==> src/rtl/irq_bank_pkg.sv <==
package irq_bank_pkg;
  localparam int NBANK  = 3;
  localparam int BANK_W = 32;
  localparam int ID_W   = 12;
  localparam int IDX_W  = $clog2(NBANK * BANK_W);

  typedef enum logic {
    OP_ENABLE  = 1'b0,
    OP_DISABLE = 1'b1
  } cmd_op_e;
endpackage

==> src/rtl/irq_id_decode.sv <==
module irq_id_decode #(
  parameter int NBANK  = 3,
  parameter int BANK_W = 32,
  parameter int ID_W   = 12,
  localparam int BSEL_W = $clog2(NBANK),
  localparam int BIT_W  = $clog2(BANK_W),
  localparam int IDX_W  = $clog2(NBANK * BANK_W)
) (
  input  logic [ID_W-1:0]   id_i,
  output logic [BSEL_W-1:0] bank_o,
  output logic [IDX_W-1:0]  flat_o
);
  localparam int FLD_W  = 3;
  localparam int HI_LSB = 9;
  localparam int LO_LSB = 5;

  logic [FLD_W-1:0] raw;
  logic [BIT_W-1:0] bit_sel;
  logic             unused_gap;

  assign raw        = id_i[HI_LSB +: FLD_W] | id_i[LO_LSB +: FLD_W];
  assign bit_sel    = id_i[BIT_W-1:0];
  assign unused_gap = ^{id_i[HI_LSB-1:LO_LSB+FLD_W]};

  // raw values beyond the last bank saturate onto it
  always_comb begin
    if (int'(raw) >= NBANK - 1) bank_o = BSEL_W'(NBANK - 1);
    else                        bank_o = BSEL_W'(raw);
  end

  assign flat_o = IDX_W'(int'(bank_o) * BANK_W + int'(bit_sel));
endmodule

==> src/rtl/irq_mask_bank.sv <==
module irq_mask_bank #(
  parameter int BANK_W = 32
) (
  input  logic              clk_i,
  input  logic              rst_ni,
  input  logic [BANK_W-1:0] set_i,
  input  logic [BANK_W-1:0] clr_i,
  output logic [BANK_W-1:0] mask_o
);
  logic [BANK_W-1:0] mask_q;

  // set wins over clear on the same bit
  always_ff @(posedge clk_i or negedge rst_ni) begin
    if (!rst_ni) mask_q <= '1;
    else         mask_q <= (mask_q & ~clr_i) | set_i;
  end

  assign mask_o = mask_q;

  assert_set_R3: assert property (@(posedge clk_i) disable iff (!rst_ni)
    (set_i != '0) |=> ((mask_q & $past(set_i)) == $past(set_i)));

  assert_clr_R4: assert property (@(posedge clk_i) disable iff (!rst_ni)
    ((clr_i & ~set_i) != '0) |=> ((mask_q & $past(clr_i & ~set_i)) == '0));

  assert_untouched_R3: assert property (@(posedge clk_i) disable iff (!rst_ni)
    1'b1 |=> (((mask_q ^ $past(mask_q)) & ~$past(set_i | clr_i)) == '0));
endmodule

==> src/rtl/irq_prio_pick.sv <==
module irq_prio_pick #(
  parameter int NBANK  = 3,
  parameter int BANK_W = 32,
  localparam int NSRC  = NBANK * BANK_W,
  localparam int IDX_W = $clog2(NSRC)
) (
  input  logic             clk_i,
  input  logic             rst_ni,
  input  logic [NSRC-1:0]  active_i,
  output logic             valid_o,
  output logic [IDX_W-1:0] idx_o
);
  logic [NBANK-1:0] hit;
  logic [IDX_W-1:0] pos [NBANK];

  // lowest set bit per bank
  for (genvar b = 0; b < NBANK; b++) begin : g_bank
    always_comb begin
      hit[b] = 1'b0;
      pos[b] = '0;
      for (int i = BANK_W - 1; i >= 0; i--) begin
        if (active_i[b*BANK_W + i]) begin
          hit[b] = 1'b1;
          pos[b] = IDX_W'(b * BANK_W + i);
        end
      end
    end
  end

  // higher bank overrides lower
  always_comb begin
    valid_o = 1'b0;
    idx_o   = '0;
    for (int b = 0; b < NBANK; b++) begin
      if (hit[b]) begin
        valid_o = 1'b1;
        idx_o   = pos[b];
      end
    end
  end

  assert_pick_active_R9: assert property (@(posedge clk_i) disable iff (!rst_ni)
    valid_o |-> active_i[idx_o]);

  assert_none_active_R9: assert property (@(posedge clk_i) disable iff (!rst_ni)
    !valid_o |-> (active_i == '0));
endmodule

==> src/rtl/irq_bank_ctrl.sv <==
module irq_bank_ctrl
  import irq_bank_pkg::*;
#(
  parameter int NB    = NBANK,
  parameter int BW    = BANK_W,
  parameter int IW    = ID_W,
  localparam int NSRC = NB * BW,
  localparam int XW   = $clog2(NSRC),
  localparam int SW   = $clog2(NB)
) (
  input  logic            clk_i,
  input  logic            rst_ni,
  input  logic [NSRC-1:0] src_i,
  input  logic [NB-1:0]   mask_set_we_i,
  input  logic [NB-1:0]   mask_clr_we_i,
  input  logic [BW-1:0]   mask_wdata_i,
  input  logic            cmd_valid_i,
  input  logic            cmd_op_i,
  input  logic [IW-1:0]   cmd_id_i,
  output logic [NSRC-1:0] status_o,
  output logic [NSRC-1:0] mask_o,
  output logic            irq_o,
  output logic            next_valid_o,
  output logic [XW-1:0]   next_idx_o
);
  logic [NSRC-1:0] status_q;
  logic [NSRC-1:0] active;
  logic            irq_q;
  logic [SW-1:0]   cmd_bank;
  logic [XW-1:0]   cmd_flat;
  logic            cmd_dis, cmd_en;

  irq_id_decode #(.NBANK(NB), .BANK_W(BW), .ID_W(IW)) u_dec (
    .id_i   (cmd_id_i),
    .bank_o (cmd_bank),
    .flat_o (cmd_flat)
  );

  assign cmd_dis = cmd_valid_i && (cmd_op_e'(cmd_op_i) == OP_DISABLE);
  assign cmd_en  = cmd_valid_i && (cmd_op_e'(cmd_op_i) == OP_ENABLE);

  for (genvar b = 0; b < NB; b++) begin : g_bank
    logic [BW-1:0] set_v, clr_v, onehot;
    logic          sel;

    assign sel    = (int'(cmd_bank) == b);
    assign onehot = BW'(1) << (int'(cmd_flat) - b * BW);
    assign set_v  = (mask_set_we_i[b] ? mask_wdata_i : '0) | ((cmd_dis && sel) ? onehot : '0);
    assign clr_v  = (mask_clr_we_i[b] ? mask_wdata_i : '0) | ((cmd_en  && sel) ? onehot : '0);

    irq_mask_bank #(.BANK_W(BW)) u_mask (
      .clk_i  (clk_i),
      .rst_ni (rst_ni),
      .set_i  (set_v),
      .clr_i  (clr_v),
      .mask_o (mask_o[b*BW +: BW])
    );
  end

  always_ff @(posedge clk_i or negedge rst_ni) begin
    if (!rst_ni) begin
      status_q <= '0;
      irq_q    <= 1'b0;
    end else begin
      status_q <= src_i;
      irq_q    <= |active;
    end
  end

  assign active   = status_q & ~mask_o;
  assign status_o = status_q;
  assign irq_o    = irq_q;

  irq_prio_pick #(.NBANK(NB), .BANK_W(BW)) u_pick (
    .clk_i    (clk_i),
    .rst_ni   (rst_ni),
    .active_i (active),
    .valid_o  (next_valid_o),
    .idx_o    (next_idx_o)
  );

  assert_status_R2: assert property (@(posedge clk_i) disable iff (!rst_ni)
    1'b1 |=> (status_o == $past(src_i)));

  assert_irq_set_R8: assert property (@(posedge clk_i) disable iff (!rst_ni)
    next_valid_o |=> irq_o);

  assert_irq_clr_R8: assert property (@(posedge clk_i) disable iff (!rst_ni)
    !next_valid_o |=> !irq_o);

  assert_cmd_dis_R7: assert property (@(posedge clk_i) disable iff (!rst_ni)
    cmd_dis |=> mask_o[$past(cmd_flat)]);

  assert_cmd_en_R7: assert property (@(posedge clk_i) disable iff (!rst_ni)
    (cmd_en && !mask_set_we_i[cmd_bank]) |=> !mask_o[$past(cmd_flat)]);
endmodule

==> config.mk <==
export PLATFORM = sky130hd
export DESIGN_NAME = irq_bank_ctrl
export DESIGN_NICKNAME = d
export VERILOG_FILES = /design/src/rtl/irq_bank_pkg.sv /design/src/rtl/irq_id_decode.sv /design/src/rtl/irq_mask_bank.sv /design/src/rtl/irq_prio_pick.sv /design/src/rtl/irq_bank_ctrl.sv
export SDC_FILE = /design/constraint.sdc
export NUM_CORES = 1
export LEC_CHECK = 0
export ABC_CLOCK_PERIOD_IN_PS = 5300
export BUFFER_PORTS_ARGS = -buffer_cell sky130_fd_sc_hd__buf_2
export CELL_PAD_IN_SITES_DETAIL_PLACEMENT = 2
export CELL_PAD_IN_SITES_GLOBAL_PLACEMENT = 2
export CORE_UTILIZATION = 30
export CTS_CLUSTER_DIAMETER = 50
export DETAILED_ROUTE_END_ITERATION = 12
export GPL_ROUTABILITY_DRIVEN = 0
export PLACE_DENSITY = 0.8
export SLEW_MARGIN = 0
export SYNTH_ARGS = -nofsm -noshare
export SYNTH_HDL_FRONTEND = slang
export SYNTH_SLANG_ARGS = --single-unit
==> constraint.sdc <==
create_clock -name clk_i -period 5.3 [get_ports clk_i]
set_input_delay 1.06 -clock clk_i [delete_from_list [all_inputs] [get_ports clk_i]]
set_output_delay 1.06 -clock clk_i [all_outputs]
set_load 0.02 [all_outputs]
== Word level (Yosys, flattened, before mapping) ==
Cells that the tools add are included.

* Bits in registers: 193
* Bits of input ports: 150
* Output and inout port bits: 201

* Add/sub/neg operators: 3
* $lt $le $gt $ge: 1
* Equal/unequal tests: 2
* Shift operators: 3
* Multiplexer cells: 211
* Bitwise gates (word level): 19
* Reductions and logical operators: 10

{| class="wikitable"
|+ Operators with widths
! kind !! count
|-
| two-way mux 32 bit || 12
|-
| OR 32 bit || 9
|-
| two-way mux 7 bit || 33
|-
| two-way mux 6 bit || 33
|-
| two-way mux 5 bit || 33
|-
| two-way mux 1 bit || 99
|-
| bitwise AND 32 bit || 3
|-
| bitwise AND 96 bit || 1
|-
| NOT 32 bit || 3
|-
| NOT 96 bit || 1
|-
| OR reduction 96 bit || 1
|-
| << shifter 1 x 32 -> 32 bit, first input constant || 2
|-
| << shifter 1 x 7 -> 32 bit, first input constant || 1
|-
| logical AND 1 bit || 8
|-
| subtractor 7 x 6 -> 8 bit, second input constant || 1
|-
| subtractor 7 x 7 -> 8 bit, second input constant || 1
|-
| adder 7 x 5 -> 7 bit || 1
|-
| equality test 2 bit, second input constant || 2
|-
| >= comparator 3 x 2 -> 1 bit, second input constant || 1
|-
| OR 3 bit || 1
|-
| zero test 2 bit || 1
|-
| two-way mux 2 bit || 1
|-
| NOT 1 bit || 1
|}

== Longest topological paths before layout ==
* Word-level depth: 37
* Mapped depth: 9
* Gate-level depth less buffers: 8

== Hierarchy ==
From an unflattened synthesis, not the netlist that was laid out.

* Cell total of the unflattened synthesis: 1185
* Area, all modules: 10343.7 um^2

{| class="wikitable"
|+ By module, submodules not included
! module !! instances !! cells each !! area an instance (um^2)
|-
| irq_bank_ctrl || 1 || 681 || 5457.7
|-
| irq_mask_bank || 3 || 96 || 1201.2
|-
| irq_prio_pick || 1 || 206 || 1208.7
|-
| irq_id_decode || 1 || 10 || 73.8
|}

== Worst setup path after synthesis ==
Ideal clock, no wire load.

* Path kind: flip-flop to output port
* Start point: register g_bank[2].u_mask.mask_q[19]
* End point: output next_idx_o[1]
* Arrival time: 2.574 ns
* Path slack: 1.666 ns
* Cell stages (with the launch flop): 9
* Cells stage by stage: dfstp_2 -> and2b_2 -> or4_4 -> or4b_4 -> nor2_4 -> inv_4 -> nor2_8 -> nand3b_4 -> o211ai_2

* Longest elaborated chain between the ends: 23
* Elaborated cells on any way between the ends: 43
* Those cells by class: mux (41); bitwise (2)

{| class="wikitable"
|+ Ends and longest elaborated chain
! element !! RTL line !! RTL
|-
| start: declaration || irq_mask_bank.sv:10 || <nowiki>logic [BANK_W-1:0] mask_q;</nowiki>
|-
| start signal: assignment || irq_mask_bank.sv:15 || <nowiki>else mask_q <= (mask_q & ~clr_i) | set_i;</nowiki>
|-
| NOT 96 bit (*) || irq_bank_ctrl.sv:70 || <nowiki>assign active = status_q & ~mask_o;</nowiki>
|-
| bitwise AND 96 bit (*) || irq_bank_ctrl.sv:70 ||
|-
| two-way mux 7 bit / two-way mux 1 bit (equally long branches) (20 in series) || irq_prio_pick.sv:22 || <nowiki>if (active_i[b*BANK_W + i]) begin</nowiki>
|-
| two-way mux 7 bit (*) || irq_prio_pick.sv:35 || <nowiki>if (hit[b]) begin</nowiki>
|-
| end: declaration || irq_bank_ctrl.sv:24 || <nowiki>output logic [XW-1:0] next_idx_o</nowiki>
|}

Every way passes the cells marked *; elsewhere a longest branch is shown, timed or not.

== Worst setup path in the final report ==
* Start point: register g_bank[0].u_mask.mask_q[29]
* End point: output next_idx_o[3]

* Longest elaborated chain between the ends: 35
* Elaborated cells on any way between the ends: 65
* Those cells by class: mux (63); bitwise (2)

{| class="wikitable"
|+ Ends and longest elaborated chain
! element !! RTL line
|-
| start: declaration || irq_mask_bank.sv:10
|-
| start signal: assignment || irq_mask_bank.sv:15
|-
| NOT 96 bit (*) || irq_bank_ctrl.sv:70
|-
| bitwise AND 96 bit (*) || irq_bank_ctrl.sv:70
|-
| two-way mux 5 bit / two-way mux 1 bit (equally long branches) (30 in series) || irq_prio_pick.sv:22
|-
| two-way mux 5 bit (*) || irq_prio_pick.sv:35
|-
| two-way mux 6 bit (*) || irq_prio_pick.sv:35
|-
| two-way mux 7 bit (*) || irq_prio_pick.sv:35
|}

Marked as above.

==> results.sh <==
export IMPL_finalHoldViolCount=0
export IMPL_cp_arrival_ns=3.88
export IMPL_relSlewSlack=0.268
export IMPL_top_usage_layer="met2"
export IMPL_holdWs_ns=0.558
export IMPL_pwr_density_cell_nw_per_um2=328
export IMPL_maxCapViolCount=0
export IMPL_cts_tree="built"
export IMPL_wire_per_inst_um=25.3
export IMPL_syn_to_final_growth_pct=29.1
export IMPL_grtUsageMet1=0.343
export IMPL_cts_repair_resized=0
export IMPL_grt_util_met2=0.467
export IMPL_io_buffers=349
export IMPL_drt_wl_total_um=44400
export IMPL_synth_edff_count=0
export IMPL_ys_types=66
export IMPL_die_w_um=181
export IMPL_yosysWarnings=0
export IMPL_syn_cell_area_um2=9610
export IMPL_startpoint_type="register"
export IMPL_core_um2=31600
export IMPL_grtUsageMet3=0.0574
export IMPL_grt_pass1_vias=10500
export IMPL_fin_crit_sh=0.931
export IMPL_yosys_register_bits=193
export IMPL_clk_latency_ns=0.46
export IMPL_clockBufferDepth=2
export IMPL_ir_drop_mv=0.243
export IMPL_fin_worst_skew_ns=0.00819
export IMPL_synth_compound_area_frac=0.212
export IMPL_synthAdderAreaFrac=0.00260
export IMPL_p_leak_uw=0.00547
export IMPL_synth_fp_nets=1154
export IMPL_grt_ovfl_total=0
export IMPL_synth_simple_area_share=0.251
export IMPL_grt_use_total=0.274
export IMPL_start_util=0.305
export IMPL_cts_setup_buffers=0
export IMPL_drt_iter0_drc=506
export IMPL_setup_tns_ns=0
export IMPL_synth_mux_area_frac=0
export IMPL_synthFlopType="dfrtp_1"
export IMPL_period_minus_slack_ns=4.94
export IMPL_clock_fmax_mhz=203
export IMPL_antenna_left=0
export IMPL_synth_top_family_by_area="simple AND/OR/NAND/NOR gates"
export IMPL_numCtsBuffers=17
export IMPL_rows=65
export IMPL_antenna_found_initial=2
export IMPL_fin_area_um2=12400
export IMPL_io_pins=351
export IMPL_synth_xor_area_frac=0
export IMPL_cp_max_fo=4
export IMPL_status="completed"
export IMPL_rsz0062_at_grt="false"
export IMPL_cts_clk_slew_worst_paths_ns=0.08
export IMPL_dp_hpwl_um=34800
export IMPL_end_kind="output port"
export IMPL_layout_nets=1495
export IMPL_worstPathRequired_ns=4.24
export IMPL_vias=9801
export IMPL_ys_seq_area_frac=0.515
export IMPL_drc_errors=0
export IMPL_grt_pass1_wl_um=66700
export IMPL_dieArea_um2=32800
export IMPL_async_reset_ff_frac=1.00
export IMPL_avgSynthCellArea_um2=9.59
export IMPL_ctsHtreeMaxLevel=4
export IMPL_grt_max_degree=109
export IMPL_dpl_cell_count=1726
export IMPL_tightest_slew_ns=1.09
export IMPL_placed_cell_area_um2=11800
export IMPL_clockRootBuffer="clkbuf_16"
export IMPL_hold_class="reg -> reg"
export IMPL_setup_viol=0
export IMPL_cts_hold_buf=0
export IMPL_slew_violations=0
export IMPL_die_h_um=181
export IMPL_netlist_instances=1002
export IMPL_drive_gt1_frac=0.379
export IMPL_stdcell_count=1759
export IMPL_drtPass1Iterations=5
export IMPL_cts_sinks=193
export IMPL_vias_per_cell=5.57
export IMPL_setup_worst_path_class="reg -> out"
[path summary, 6_finish.rpt]
kind / start / end / slack, ns / depth (start not counted)
worst max-delay path: g_bank[0].u_mask.mask_o[29] / next_idx_o[3] / 0.36 / 8
worst min-delay path: g_bank[0].u_mask.mask_o[27] / g_bank[0].u_mask.mask_o[27] / 0.56 / 2
worst max register to register: g_bank[2].u_mask.mask_o[29] / irq_o / 2.73 / 7
worst min register to register: g_bank[0].u_mask.mask_o[27] / g_bank[0].u_mask.mask_o[27] / 0.56 / 2
max in group asynchronous: rst_ni / g_bank[2].u_mask.mask_o[26] / 3.49 / 2
min in group asynchronous: rst_ni / status_o[1] / 0.74 / 1
[power breakdown]
group	leakage, uW	internal (uW)	switching (uW)
clock network	0.000285	685	618
logic	0.00305	333	634
registers	0.00214	1660	132
[critical path, cell delays in order, from the launching register on]
cell       delay, ns
dfstp_2         0.61
nor2b_1         0.08
a2111oi_0       0.87
a211oi_1        0.23
o21bai_1        0.51
a211oi_1        0.17
o31ai_1         0.51
a21oi_1         0.22
buf_2           0.21
[flip-flops by register name, indices dropped and copies added (netlist names)]
name and flops:
g_bank.u_mask.mask_o 96, status_o 96, irq_o 1
[cell usage after synthesis (3+ instances only)]
library cell	count	area (um2)
a211oi_1	7	52.6
o21bai_1	4	30.0
a31oi_1	4	25.0
inv_1	12	45.0
a221o_1	40	400
a21oi_1	58	290
nand2_1	245	920
o211ai_1	118	886
dfstp_2	96	2520
nor2_1	44	165
clkbuf_1	30	113
and2b_2	4	35.0
o21ai_0	14	70.1
nor3_1	13	65.1
nand2b_1	52	325
a2111oi_0	4	35.0
or2b_2	7	61.3
or4_1	3	22.5
nor4_1	14	87.6
o31ai_1	5	37.5
nor4_2	3	37.5
nand4_1	11	68.8
nor2b_1	56	350
dfrtp_1	97	2430
and3_1	3	18.8
nand3_1	8	40.0
[cell usage in the layout, fill, tap and decap left out, types with 3 or more instances in the layout]
master,synthesis,final
nand3_1,8,8
a31oi_1,4,4
or2b_2,7,7
nand2b_1,52,52
a2111oi_0,4,4
nor2_1,44,44
a221o_1,40,40
o21bai_1,4,4
clkbuf_8,0,5
clkbuf_16,0,18
and3_1,3,3
inv_1,12,12
nand2_1,245,245
nor4_4,1,3
o21ai_0,14,14
dfstp_2,96,96
buf_2,2,348
buf_4,0,5
and2b_2,4,4
o31ai_1,5,5
or4_1,3,3
a21oi_1,58,58
o211ai_1,118,118
dfrtp_1,97,97
nor4_1,14,14
nor2b_1,56,56
nor3_1,13,13
a211oi_1,7,7
nand4_1,11,11
clkinv_4,0,6
[per-stage QoR]
| step | utilization | total power (uW) | setup WS [ns] |
|---|---|---|---|
| global route | 0.393 | 4240 | 0.220 |
| CTS | 0.393 | 4100 | 0.520 |
| global placement | 0.374 | 2740 | 1.13 |
| detailed placement | 0.374 | 2780 | 1.04 |
| finish | 0.393 | 4070 | 0.364 |
| floorplan | - | 2320 | 1.67 |
[routing by layer]
layer	wire length, um	vias up	share of wire
met3	2690	63	0.061
met1	18400	5018	0.42
li1	-	4338	-
met5	8	-	0.00018
met2	22000	380	0.50
met4	1270	2	0.029
[cells by family (layout without fill, tap and decap cells)]
family,after synthesis,count (layout)
compound gates,277,277
simple gates,483,483
flops,193,193
buf+inv,47,401
fa+ha+maj,2,2
other cells,0,1
[final cells by class]
cell class | count | area (um2)
diodes | 1 | 2.50
clock buffers | 23 | 509
clock inverters | 9 | 73.8
fillers | 3552 | 19200
inverters | 14 | 55.1
multi-input cells | 762 | 4500
flip-flops and latches | 193 | 4950
well taps | 402 | 503
repair buffers | 355 | 1810
No activity file was read; power rests on OpenSTA's default activity.
